**src/rtl/sup_pkg.sv**
```systemverilog
// Shared types for the window watchdog supervisor.
// Assumes: none beyond a single clock domain.
package sup_pkg;
    typedef enum logic [1:0] {
        ST_POR    = 2'd0,
        ST_CLOSED = 2'd1,
        ST_OPEN   = 2'd2,
        ST_PULSE  = 2'd3
    } sup_state_t;
endpackage

```
**src/rtl/sup_clr_sync.sv**
```systemverilog
// Brings the asynchronous clear request into the clock domain and
// emits a one-cycle pulse on each 0-to-1 transition.
// Assumes: clear pulses are wider than two clock periods.
module sup_clr_sync (
    input  logic clk,
    input  logic rst_n,
    input  logic clr_async,
    output logic clr_rise
);
    logic meta_q;
    logic sync_q;
    logic prev_q;

    // Two-flop synchronizer plus one stage of history for edge detection.
    always_ff @(posedge clk) begin
        if (!rst_n) begin
            meta_q <= 1'b0;
            sync_q <= 1'b0;
            prev_q <= 1'b0;
        end else begin
            meta_q <= clr_async;
            sync_q <= meta_q;
            prev_q <= sync_q;
        end
    end

    // Rising-edge pulse of the synchronized clear.
    assign clr_rise = sync_q & ~prev_q;


    rise_single_chk: assert property (@(posedge clk) disable iff (!rst_n)
        clr_rise |=> !clr_rise);
endmodule

```
**src/rtl/sup_timer.sv**
```systemverilog
// Shared up-counter for every supervisor interval; restart forces zero.
// Assumes: the controller restarts it before it can wrap.
module sup_timer #(
    parameter int unsigned CW = 8
) (
    input  logic          clk,
    input  logic          rst_n,
    input  logic          restart,
    output logic [CW-1:0] cnt
);
    // Count up each cycle, zero on reset or restart.
    always_ff @(posedge clk) begin
        if (!rst_n || restart) begin
            cnt <= '0;
        end else begin
            cnt <= cnt + 1'b1;
        end
    end
endmodule

```
**src/rtl/wdt_supervisor.sv**
```systemverilog
// Window watchdog reset supervisor. Sequences a power-on delay from the
// supply-window flags, then enforces closed/open watchdog windows and
// issues a short reset pulse on any violation.
// Assumes: comparator flags are synchronous; BASE_TICKS >= 5.
module wdt_supervisor #(
    parameter int unsigned BASE_TICKS = 200
) (
    input  logic clk,
    input  logic rst_n,
    input  logic in_above_low,
    input  logic in_above_high,
    input  logic wd_clear,
    output logic rst_out_n,
    output logic en_out_n
);
    import sup_pkg::*;

    localparam int unsigned CLOSED_TICKS = BASE_TICKS * 4 / 5;
    localparam int unsigned OPEN_TICKS   = BASE_TICKS * 2 / 5;
    localparam int unsigned PULSE_TICKS  = (BASE_TICKS / 40 > 0) ? BASE_TICKS / 40 : 1;
    localparam int unsigned CW           = $clog2(BASE_TICKS + 1);
    localparam logic [CW-1:0] POR_LAST    = CW'(BASE_TICKS - 1);
    localparam logic [CW-1:0] CLOSED_LAST = CW'(CLOSED_TICKS - 1);
    localparam logic [CW-1:0] OPEN_LAST   = CW'(OPEN_TICKS - 1);
    localparam logic [CW-1:0] PULSE_LAST  = CW'(PULSE_TICKS - 1);

    sup_state_t    st_q;
    sup_state_t    st_d;
    logic          restart;
    logic          clr_rise;
    logic          in_win;
    logic [CW-1:0] tmr_cnt;

    assign in_win = in_above_low & ~in_above_high;

    sup_clr_sync u_sync (
        .clk       (clk),
        .rst_n     (rst_n),
        .clr_async (wd_clear),
        .clr_rise  (clr_rise)
    );

    sup_timer #(.CW(CW)) u_timer (
        .clk     (clk),
        .rst_n   (rst_n),
        .restart (restart),
        .cnt     (tmr_cnt)
    );

    // Next-state and timer-restart decision; window exit has top priority.
    always_comb begin
        st_d    = st_q;
        restart = 1'b0;
        if (!in_win) begin
            st_d    = ST_POR;
            restart = 1'b1;
        end else begin
            unique case (st_q)
                ST_POR: begin
                    if (tmr_cnt == POR_LAST) begin
                        st_d    = ST_CLOSED;
                        restart = 1'b1;
                    end
                end
                ST_CLOSED: begin
                    if (clr_rise) begin
                        st_d    = ST_PULSE;
                        restart = 1'b1;
                    end else if (tmr_cnt == CLOSED_LAST) begin
                        st_d    = ST_OPEN;
                        restart = 1'b1;
                    end
                end
                ST_OPEN: begin
                    if (clr_rise) begin
                        st_d    = ST_CLOSED;
                        restart = 1'b1;
                    end else if (tmr_cnt == OPEN_LAST) begin
                        st_d    = ST_PULSE;
                        restart = 1'b1;
                    end
                end
                ST_PULSE: begin
                    if (tmr_cnt == PULSE_LAST) begin
                        st_d    = ST_CLOSED;
                        restart = 1'b1;
                    end
                end
                default: begin
                    st_d    = ST_POR;
                    restart = 1'b1;
                end
            endcase
        end
    end

    // State register, held in the power-on state during reset.
    always_ff @(posedge clk) begin
        if (!rst_n) begin
            st_q <= ST_POR;
        end else begin
            st_q <= st_d;
        end
    end

    // Reset is released only in the two watchdog windows.
    assign rst_out_n = (st_q == ST_CLOSED) || (st_q == ST_OPEN);
    // Enable follows released reset gated by the live window flag.
    assign en_out_n  = ~(rst_out_n & in_win);


    win_exit_chk: assert property (@(posedge clk) disable iff (!rst_n)
        !in_win |=> !rst_out_n);


    por_full_chk: assert property (@(posedge clk) disable iff (!rst_n)
        $rose(rst_out_n) |-> ($past(tmr_cnt) == POR_LAST || $past(st_q) == ST_PULSE));


    early_clear_chk: assert property (@(posedge clk) disable iff (!rst_n)
        (st_q == ST_CLOSED && clr_rise && in_win) |=> !rst_out_n);


    open_clear_chk: assert property (@(posedge clk) disable iff (!rst_n)
        (st_q == ST_OPEN && clr_rise && in_win) |=> (rst_out_n && tmr_cnt == '0));
endmodule

```
**config.mk**
```make
export PLATFORM = sky130hd
export DESIGN_NAME = wdt_supervisor
export DESIGN_NICKNAME = d
export VERILOG_FILES = /design/src/rtl/sup_pkg.sv /design/src/rtl/sup_clr_sync.sv /design/src/rtl/sup_timer.sv /design/src/rtl/wdt_supervisor.sv
export SDC_FILE = /design/constraint.sdc
export NUM_CORES = 1
export LEC_CHECK = 0
export BUFFER_PORTS_ARGS = -buffer_cell sky130_fd_sc_hd__buf_2
export CAP_MARGIN = 0
export CORE_AREA = 10 10 48 50
export DETAILED_ROUTE_END_ITERATION = 12
export DIE_AREA = 0 0 58 60
export PLACE_DENSITY = 0.71
export SYNTH_ARGS = -nofsm -noshare
export SYNTH_HDL_FRONTEND = slang
export SYNTH_HIERARCHICAL = 1
export SYNTH_SLANG_ARGS = --single-unit
export TNS_END_PERCENT = 20
```
**constraint.sdc**
```tcl
create_clock -name clk -period 2.6 [get_ports clk]
set_clock_uncertainty 0.1 [all_clocks]
set_input_delay 0.39 -clock clk [delete_from_list [all_inputs] [get_ports clk]]
set_output_delay 0.39 -clock clk [all_outputs]
set_load 0.03 [all_outputs]
```
======== Word-level counts from Yosys, hierarchy flattened ========
Cells that the tools add are included.
operators by class
  $add $sub $neg .......................... 1
  bitwise gates (word level) .............. 6
  reduce and logical (&&, ||, !) cells .... 6
  equality and inequality tests ........... 11
  muxes and demuxes ....................... 15
operator list
  kind                 count
  $eq 8x8->1 const B   2
  $mux 2               6
  $add 8x1->8 const B  1
  $eq 8x3->1 const B   1
  $eq 8x7->1 const B   1
  $pmux 2 s4           1
  $mux 1               7
  $ne 3x3->1 const B   2
  $eq 2x2->1 const B   2
  $ne 2x2->1 const B   2
  $pmux 1 s4           1
  $reduce_and 4->1     1
  $and 1x1->1          3
  $not 1->1            3
  $eq 2x1->1 const B   1
  $logic_not 2->1      1
  $logic_or 1x1->1     2
  $reduce_and 2->1     1
  $logic_not 1->1      1
storage, ports and cells
  logic and storage cells ................. 44
  flip-flop bits (word level) ............. 13
  output and inout port bits .............. 2

======== Depth between registers and ports, before layout ========
Gate-level depths: netlist of run 1.
  depth in word-level cells ............... 6
  depth in mapped cells ................... 9

======== By module ========
Netlist of run 1, hierarchy kept.
modules (own cells, without submodules)
  module          times used  seq. area each (µm²)  area an instance (µm²)  cells each
  sup_timer       1           160.2                 314.1                   35
  wdt_supervisor  1           40.0                  309.0                   39
  sup_clr_sync    1           60.1                  92.6                    7

======== Worst setup path after synthesis of run 1 ========
OpenSTA, ideal clock, no wires.
  path kind ............................... register to register
  start point ............................. register u_timer.cnt[3]
  end point ............................... register u_timer.cnt[2]
  arrival ................................. 1.658 ns
  setup slack ............................. 0.718 ns
  buffers on the path ..................... 1
  cell stages (with the launch flop) ...... 8
  setup time .............................. 0.124 ns
  required time ........................... 2.376 ns
  path through ............................ dfxtp_1 or4b_4 o21ai_2 nand4_1 o211ai_1 nand2b_1 clkbuf_1 nor2_1
on the way
  cells in the longest elaborated chain, start to end .. 6
  elaborated cells on any way between the ends .. 13
  those cells by class .................... 4 x eq/ne; 8 x mux; 1 x reduce/logical
RTL lines
  item                                      line                                        source
  from (decl)                               sup_timer.sv:9                              output logic [CW-1:0] cnt
  from (signal assigned)                    sup_timer.sv:16                             cnt <= cnt + 1'b1;
  $eq 8x7->1 or $eq 8x8->1 (tied branches)  wdt_supervisor.sv:78, wdt_supervisor.sv:69
  $mux 1 (on tied branches)                 wdt_supervisor.sv:78, wdt_supervisor.sv:69
  $mux 1 (on tied branches)                 wdt_supervisor.sv:75, wdt_supervisor.sv:66
  $pmux 1 s4 *                              wdt_supervisor.sv:58                        unique case (st_q)
  $mux 1 *                                  wdt_supervisor.sv:54                        if (!in_win) begin
  named net restart                         wdt_supervisor.sv:29                        logic restart;
  $logic_or 1x1->1 *                        sup_timer.sv:13                             if (!rst_n || restart) begin
Mark *: on every way through the listed nets, which the timed path passes. The rest lies on a longest branch.
A chain may end at the register's enable or synchronous reset.

======== Final worst setup path of run 1 ========
  start point ............................. register u_timer.cnt[3]
  end point ............................... register u_timer.cnt[4]
The elaborated chain is that of the path after synthesis.

==> impl_metrics.json, run 1 <==
{
  "grt_pass1_vias": 588,
  "drv_cap": 0,
  "final_core_util": 0.5488,
  "grt_pass1_wl_um": 2325,
  "cts_tree": "done",
  "hold_path_class": "in -> reg",
  "cp_top_family": "simple AND/OR/NAND/NOR gates",
  "die_area_sq_um": 3480,
  "endpoint": "u_timer/cnt[4]",
  "core_area_sq_um": 1436,
  "layout-drive-gt1-share": 0.1667,
  "dieWidth_um": 58,
  "relSlewSlack": 0.7990,
  "fin_setup_tns_ps": 0,
  "rsz0062_at_grt": "false",
  "cts_setup_buffers": 0,
  "setup.worst_path.start": "u_timer/cnt[3]",
  "ir_drop_uv": 243.9,
  "drtIter0Drc": 14,
  "h-tree-depth": 1,
  "cts.clk_slew.worst_paths_ps": 80,
  "wire_per_inst_um": 12.34,
  "netlist_area_sq_um": 715.7,
  "crit_fanout": 8,
  "crit_cells": 6,
  "io_buffers": 6,
  "crit_path_end_kind": "register",
  "synth.net_count": 91,
  "worst_path_largest_cell_delay_ps": 580,
  "cts.repair.resized": 0,
  "timing.rr.start": "u_timer/cnt[3]",
  "antennaDiodeCount": 0,
  "clk_root_buffer_cell": "clkbuf_4",
  "slew_violations": 0,
  "die_y_um": 60,
  "vias": 580,
  "setup.worst_path.class": "reg -> reg",
  "ios": 7,
  "ys_warn_count": 6,
  "nNetsFinal": 101,
  "globalRouteOverflowTotal": 0,
  "worstMarginPinSlew_ps": 301.6,
  "final_common_cell": "dfxtp_1",
  "p_per_area_nw_per_um2": 435.7,
  "reg2reg_to": "u_timer/cnt[4]",
  "crit_chain": "or4b_4 > o21ai_2 > nand4_1 > o211ai_1 > nand2b_1 > nor2_1",
  "viasPerCell": 5.472,
  "max_freq_mhz": 501.5,
  "cts_buffers": 3,
  "period_minus_slack_ps": 1994,
  "ant_nets": 0,
  "cts_buffer_depth": 2,
  "arrival_ps": 2050,
  "holdBufCountCts": 0,
  "syn_to_final_growth_pct": 10.14,
  "finalSetupViolCount": 0,
  "ff2ff_setup_slack_ps": 610,
  "run_status": "complete, no violations",
  "insertion_delay_ps": 270,
  "ff2ff_path_depth": 6,
  "seq_area_frac_synth": 0.3636,
  "most-common-layout-cells": "dfxtp_1, nand2_1, nor2_1, buf_2, ha_1",
  "core.rowCount": 14,
  "synth.ff_latch_count": 13,
  "drc": 0,
  "wl_um": 1308,
  "grt_max_degree": 9,
  "yosysUniqueCellTypes": 31,
  "post-route-period-util": 0.7669,
  "cp-start-kind": "register",
  "cp_num_buf_inv": 0,
  "synthCells": 81,
  "dr.pass1.iters": 4,
  "slowest_stage": "or4b_4",
  "avgSynthCellArea_sq_um": 8.836,
  "clock-sinks": 13,
  "hpwl_um": 991.1,
  "track_usage": 0.08251,
  "gp_congestion": 0.8072,
  "holdPathStages": 2,
  "start_util": 0.4983,
  "hold_violations": 0,
  "leakage_uw": 0.0002930,
  "antenna_found_initial": 0,
  "required_ps": 2660
}
-- area by class of cell --
type,instances,area (sq um)
clock buffers,4,26.28
fillers,132,648.1
inverters,4,15.01
multi-input cells,63,436.7
flip-flops and latches,13,260.3
well taps,16,20.02
repair buffers,6,30.03
-- cell usage after synthesis --
cell type  number  area (sq um)
nand2_1         8         30.03
o211ai_1        2         15.01
a21oi_1         3         15.01
nand3_2         1         10.01
nand3b_1        1         7.510
dfxtp_1        13         260.3
xnor2_1         1         8.760
o21ai_1         3         15.01
o21ai_0         4         20.02
nand3_1         2         10.01
or4b_1          1         10.01
nor2b_4         1         13.76
inv_1           4         15.01
or4bb_1         1         11.26
and2_2          1         7.510
or4_1           1         7.510
mux2i_1         2         20.02
o22a_1          1         8.760
ha_1            5         62.56
nor2b_1         2         12.51
and2_1          3         18.77
and2b_1         1         7.510
nand4_1         4         25.02
o21ai_2         1         8.760
xor2_1          2         17.52
nand2b_1        1         6.260
or3_1           3         18.77
or4b_4          1         13.76
nor2_1          6         22.52
nand4_2         1         12.51
clkbuf_1        1         3.750
-- stage by stage --
stage | power, uW | hold slack (ps) | instances | cell area [sq um] | setup WS (ps)
floorplan | 216.4 | 305.7 | 81 | 715.7 | 717.7
global placement | 221.2 | 311.1 | 102 | 762.0 | 680.5
detailed placement | 221.4 | 317.5 | 102 | 762.0 | 643.6
CTS | 348.9 | 208.9 | 106 | 788.3 | 607.4
global route | 359.1 | 241.5 | 106 | 788.3 | 490.5
finish | 343.4 | 217.7 | 106 | 788.3 | 606.1
-- worst reg2reg max path, stage by stage (launching register included) --
cell	delay (ps)
dfxtp_1	390
or4b_4	580
o21ai_2	190
nand4_1	110
o211ai_1	110
nand2b_1	310
nor2_1	100
-- sequential cells by signal (all words and copies together) (netlist names) --
signal         flops
st_q               2
u_sync/sync_q      1
u_timer/cnt        8
u_sync/meta_q      1
u_sync/prev_q      1
-- worst min path at each step --
| stage | start | endpoint | slack (ps) |
|---|---|---|---|
| CTS | wd_clear | u_sync/meta_q | 210 |
| detailed placement | u_sync/meta_q | u_sync/sync_q | 320 |
| finish | wd_clear | u_sync/meta_q | 220 |
| floorplan | u_sync/meta_q | u_sync/sync_q | 310 |
| global route | wd_clear | u_sync/meta_q | 240 |
| global placement | u_sync/meta_q | u_sync/sync_q | 310 |
-- logic make-up after synthesis --
group | synth area share
AOI/OAI and AO/OA | 0.1154
DFF | 0.3636
buffers and inverters | 0.02621
xor gates and xnor gates | 0.03672
adders and majority gates | 0.08741
muxes | 0.02797
and+or+nand+nor | 0.3427
-- routing by layer --
layer  GRT usage  share of wire  vias to the layer above
met5           0              0                        -
met4     0.04362         0.0046                        0
met3     0.03602          0.076                        2
met2      0.1380           0.46                       21
met1     0.08551           0.46                      253
li1            -              -                      304
-- report_power, final --
part	switching [uW]	total (uW)	internal (uW)
sequential	1.99	204	202
clock	67.2	127	59.4
combinational	6.39	13.2	6.81
Power figures use the tool's default switching activity.
==> run 2, diff against run 1 <==
==> constraint.sdc (replaced) <==
create_clock -name clk -period 1.9 [get_ports clk]
set_clock_uncertainty 0.1 [all_clocks]
set_input_delay 0.285 -clock clk [delete_from_list [all_inputs] [get_ports clk]]
set_output_delay 0.285 -clock clk [all_outputs]
set_load 0.03 [all_outputs]
==> impl_metrics.json, run 2 (same netlist as run 1, synthesis figures left out) <==
{
  "run_status": "complete, no violations",
  "p_per_area_nw_per_um2": 559.2,
  "arrival_ps": 1850,
  "rsz0062_at_grt": "false",
  "clock-sinks": 13,
  "globalRouteOverflowTotal": 0,
  "h-tree-depth": 1,
  "finalSetupViolCount": 0,
  "hpwl_um": 1151,
  "relSlewSlack": 0.8530,
  "dr.pass1.iters": 4,
  "wl_um": 1461,
  "drc": 0,
  "holdBufCountCts": 0,
  "cp-start-kind": "register",
  "cts_buffers": 3,
  "ff2ff_setup_slack_ps": 110,
  "grt_pass1_wl_um": 2332,
  "reg_top3": "u_timer/cnt: 8 flops, st_q: 2 flops",
  "endpoint": "u_timer/cnt[7]",
  "viasPerCell": 5.339,
  "regMostFlops": "u_timer/cnt",
  "die_y_um": 60,
  "final_common_cell": "dfxtp_1",
  "largest_reg_flops": 8,
  "holdPathStages": 2,
  "drv_cap": 0,
  "reg2reg_to": "u_timer/cnt[7]",
  "die_area_sq_um": 3480,
  "crit_path_end_kind": "register",
  "grt_pass1_vias": 545,
  "setup.worst_path.start": "u_timer/cnt[4]",
  "p_clk_frac": 0.362,
  "vias": 598,
  "dieWidth_um": 58,
  "p_switching_uw": 101.4,
  "post-route-period-util": 0.9428,
  "grt_max_degree": 9,
  "leakage_uw": 0.0003324,
  "period_minus_slack_ps": 1791,
  "p_comb_frac": 0.048,
  "p_int_uw": 368.8,
  "ff2ff_path_depth": 6,
  "most-common-layout-cells": "dfxtp_1, nand2_1, nor2_1, buf_2, buf_4",
  "switching_share": 0.2156,
  "fill_cells": 143,
  "wire_per_inst_um": 13.04,
  "ant_nets": 0,
  "required_ps": 1960,
  "syn_to_final_growth_pct": 17.48,
  "cts.clk_slew.worst_paths_ps": 80,
  "drtIter0Drc": 2,
  "ios": 7,
  "clk_root_buffer_cell": "clkbuf_4",
  "timing.rr.start": "u_timer/cnt[4]",
  "final_core_util": 0.5854,
  "core.rowCount": 14,
  "antenna_found_initial": 0,
  "ir_drop_uv": 328.1,
  "hold_violations": 0,
  "worstMarginPinSlew_ps": 220.2,
  "cts.repair.resized": 1,
  "crit_fanout": 8,
  "track_usage": 0.08630,
  "seqPwrFrac": 0.590,
  "hold_path_class": "in -> reg",
  "layout-drive-gt1-share": 0.2292,
  "max_freq_mhz": 558.2,
  "setup.worst_path.class": "reg -> reg",
  "io_buffers": 6,
  "nNetsFinal": 107,
  "start_util": 0.4983,
  "gp_congestion": 0.7811,
  "insertion_delay_ps": 270,
  "core_area_sq_um": 1436,
  "fin_setup_tns_ps": 0,
  "cts_tree": "done",
  "slew_violations": 0,
  "cts_buffer_depth": 2,
  "antennaDiodeCount": 0,
  "cts_setup_buffers": 0
}
-- run 2: changes by cell type in the layout (fill, tap and decap cells not counted), sizes merged --
cell	delta
buf	+6
-- run 2: metal layers --
layer | global-route usage | routed length (um) | vias to the layer above
met5 | 0 | 0 | -
met4 | 0.05034 | 9 | 0
met3 | 0.02966 | 48 | 2
met2 | 0.1411 | 723 | 7
met1 | 0.09479 | 679 | 272
li1 | - | - | 317
-- run 2: power by group through the flow --
| stage | Combinational (uW) | Sequential, uW | Clock [uW] |
|---|---|---|---|
| floorplan | 11.8 | 284 | 0 |
| global placement | 20.8 | 284 | 0 |
| detailed placement | 21.4 | 284 | 0 |
| CTS | 21.9 | 277 | 176 |
| global route | 25.7 | 278 | 191 |
| finish | 22.7 | 277 | 170 |
-- run 2: final cells by class --
type / count / area [sq um] / area share
Multi-Input combinational cell: 63 / 444.2 / 0.5283
Sequential cell: 13 / 260.3 / 0.3095
Timing Repair Buffer: 12 / 75.07 / 0.08929
Clock buffer: 4 / 26.28 / 0.03125
Tap cell: 16 / 20.02 / 0.02381
Inverter: 4 / 15.01 / 0.01786
-- run 2: per-stage QoR --
step	cell area, sq um	setup slack [ps]	std cells	hold slack (ps)	total power (uW)
after floorplan	715.7	17.68	81	305.7	296.2
after global placement	807.0	25.90	108	310.8	304.4
after detailed placement	807.0	-12.39	108	317.5	305.2
after CTS	835.8	77.43	112	110.1	475.4
after global routing	840.8	32.16	112	136.2	494.5
final	840.8	108.6	112	115.8	470.2
-- run 2: worst max-delay path: stages, from the launching register on --
cell	delay (ps)
dfxtp_1	370
or4b_4	560
o21ai_2	180
nand4_1	110
o211ai_1	110
nand2b_4	200
a21oi_1	50
-- run 2: worst min-delay path by stage --
| stage | from | slack, ps | end |
|---|---|---|---|
| 3_3_place_gp | u_sync/meta_q | 310 | u_sync/sync_q |
| 3_5_place_dp | u_sync/meta_q | 320 | u_sync/sync_q |
| 4_1_cts | wd_clear | 110 | u_sync/meta_q |
| 5_1_grt | wd_clear | 140 | u_sync/meta_q |
| 2_1_floorplan | u_sync/meta_q | 310 | u_sync/sync_q |
| 6_report | wd_clear | 120 | u_sync/meta_q |
==> run 3, diff against run 2 <==
--- a/config.mk
+++ b/config.mk
@@ -8,6 +8,7 @@
 export BUFFER_PORTS_ARGS = -buffer_cell sky130_fd_sc_hd__buf_2
 export CAP_MARGIN = 0
 export CORE_AREA = 10 10 48 50
+export CTS_BUF_LIST = sky130_fd_sc_hd__clkbuf_2 sky130_fd_sc_hd__clkbuf_4 sky130_fd_sc_hd__clkbuf_8
 export DETAILED_ROUTE_END_ITERATION = 12
 export DIE_AREA = 0 0 58 60
 export PLACE_DENSITY = 0.71
==> impl_metrics.json, run 3 (same netlist as run 1, synthesis figures left out) <==
{
  "max_freq_mhz": 555.5,
  "worstMarginPinSlew_ps": 210.3,
  "ff2ff_path_depth": 6,
  "crit_chain": "or4b_4 > o21ai_2 > nand4_1 > o211ai_1 > nand2b_4 > a21oi_1",
  "cp_num_buf_inv": 0,
  "drc": 0,
  "cts_buffer_depth": 2,
  "dr.pass1.iters": 4,
  "pre_cts_ws_ps": -12.39,
  "cp-start-kind": "register",
  "clock-sinks": 13,
  "worst_path_largest_cell_delay_ps": 560,
  "required_ps": 1970,
  "total_power_uw": 490.6,
  "vias": 599,
  "regMostFlops": "u_timer/cnt",
  "core.rowCount": 14,
  "syn_to_final_growth_pct": 18.01,
  "reg2reg_to": "u_timer/cnt[5]",
  "timing.rr.start": "u_timer/cnt[4]",
  "viasPerCell": 5.348,
  "nNetsFinal": 107,
  "grt_pass1_wl_um": 2366,
  "drtIter0Drc": 8,
  "hpwl_um": 1151,
  "wire_per_inst_um": 12.95,
  "final_common_cell": "dfxtp_1",
  "most-common-layout-cells": "dfxtp_1, nand2_1, nor2_1, buf_2, buf_4",
  "p_int_uw": 383.4,
  "finalSetupViolCount": 0,
  "largest_reg_flops": 8,
  "dieWidth_um": 58,
  "slew_violations": 0,
  "antenna_found_initial": 0,
  "ant_nets": 0,
  "p_switching_uw": 107.3,
  "met3WireLength_um": 64,
  "reg_top3": "u_timer/cnt: 8 flops, st_q: 2 flops",
  "fin_setup_tns_ps": 0,
  "relSlewSlack": 0.8596,
  "dr.max_layer_used": "met4",
  "globalRouteOverflowTotal": 0,
  "wl_um": 1450,
  "antennaDiodeCount": 0,
  "setup.worst_path.class": "reg -> reg",
  "hold_violations": 0,
  "switching_share": 0.2186,
  "io_buffers": 6,
  "cts.clk_slew.worst_paths_ps": 80,
  "ff2ff_setup_slack_ps": 100,
  "slowest_stage": "or4b_4",
  "ir_drop_uv": 490.4,
  "crit_path_end_kind": "register",
  "insertion_delay_ps": 280,
  "h-tree-depth": 1,
  "period_minus_slack_ps": 1800,
  "p_per_area_nw_per_um2": 581.0,
  "cts_setup_buffers": 0,
  "gp_congestion": 0.7811,
  "detailroute.wirelength.met2_um": 689,
  "hp-start": "wd_clear",
  "min_to": "u_sync/meta_q",
  "p_clk_frac": 0.388,
  "arrival_ps": 1870,
  "ios": 7,
  "crit_fanout": 8,
  "wl_met1_um": 658,
  "setup_slack_ps": 99.75,
  "leakage_uw": 0.0003359,
  "cts_buffers": 3,
  "cp_top_family": "simple AND/OR/NAND/NOR gates",
  "die_area_sq_um": 3480,
  "rsz0062_at_grt": "false",
  "drv_cap": 0,
  "start_util": 0.4983,
  "cts_tree": "done",
  "clk_root_buffer_cell": "clkbuf_4",
  "whs_ps": 111.8,
  "seqPwrFrac": 0.565,
  "core_area_sq_um": 1436,
  "post-route-period-util": 0.9475,
  "hold_path_class": "in -> reg",
  "grt_pass1_vias": 545,
  "die_y_um": 60,
  "track_usage": 0.08888,
  "p_comb_frac": 0.047,
  "holdPathStages": 2,
  "grt_max_degree": 9,
  "layout-drive-gt1-share": 0.2396,
  "run_status": "complete, no violations"
}
[run 3: how the worst max path moves through the flow]
stage                          end  slack [ps]            from  depth (start not counted)
global placement    u_timer/cnt[2]          30  u_timer/cnt[7]                          6
floorplan           u_timer/cnt[2]          20  u_timer/cnt[3]                          7
finish              u_timer/cnt[5]         100  u_timer/cnt[4]                          6
CTS                 u_timer/cnt[7]          80  u_timer/cnt[4]                          6
global route        u_timer/cnt[7]          30  u_timer/cnt[4]                          6
detailed placement  u_timer/cnt[2]         -10  u_timer/cnt[4]                          6
[run 3: per-layer routing]
metal,vias up,track usage
li1,317,-
met3,5,0.02966
met2,12,0.1380
met5,-,0
met1,265,0.09716
met4,0,0.07047
[run 3: area by class of cell]
class,instances,area (sq um)
fill,143,591.8
multi-input combinational,63,444.2
sequential,13,260.3
timing repair buffer,12,75.07
clock buffer,4,30.03
tap,16,20.02
inverter,4,15.01
[run 3: what timing repair did]
action,4_1_cts,5_1_grt
pin swaps,0,0
endpoints found under the setup margin,8,2
hold buffers,0,0
gates resized for setup,1,1
[run 3: power by group through the flow]
stage / Combinational, uW / Sequential (uW) / Clock [uW]
5_1_grt: 25.7 / 278 / 210
3_3_place_gp: 20.8 / 284 / 0
4_1_cts: 21.9 / 277 / 195
6_report: 22.9 / 277 / 191
3_5_place_dp: 21.4 / 284 / 0
2_1_floorplan: 11.8 / 284 / 0
[run 3: through the flow]
stage / instances / utilization / cell area, sq um
final: 112 / 0.5880 / 844.6
after global routing: 112 / 0.5880 / 844.6
after CTS: 112 / 0.5845 / 839.6
after detailed placement: 108 / 0.5618 / 807.0
after global placement: 108 / 0.5618 / 807.0
after floorplan: 81 / - / 715.7
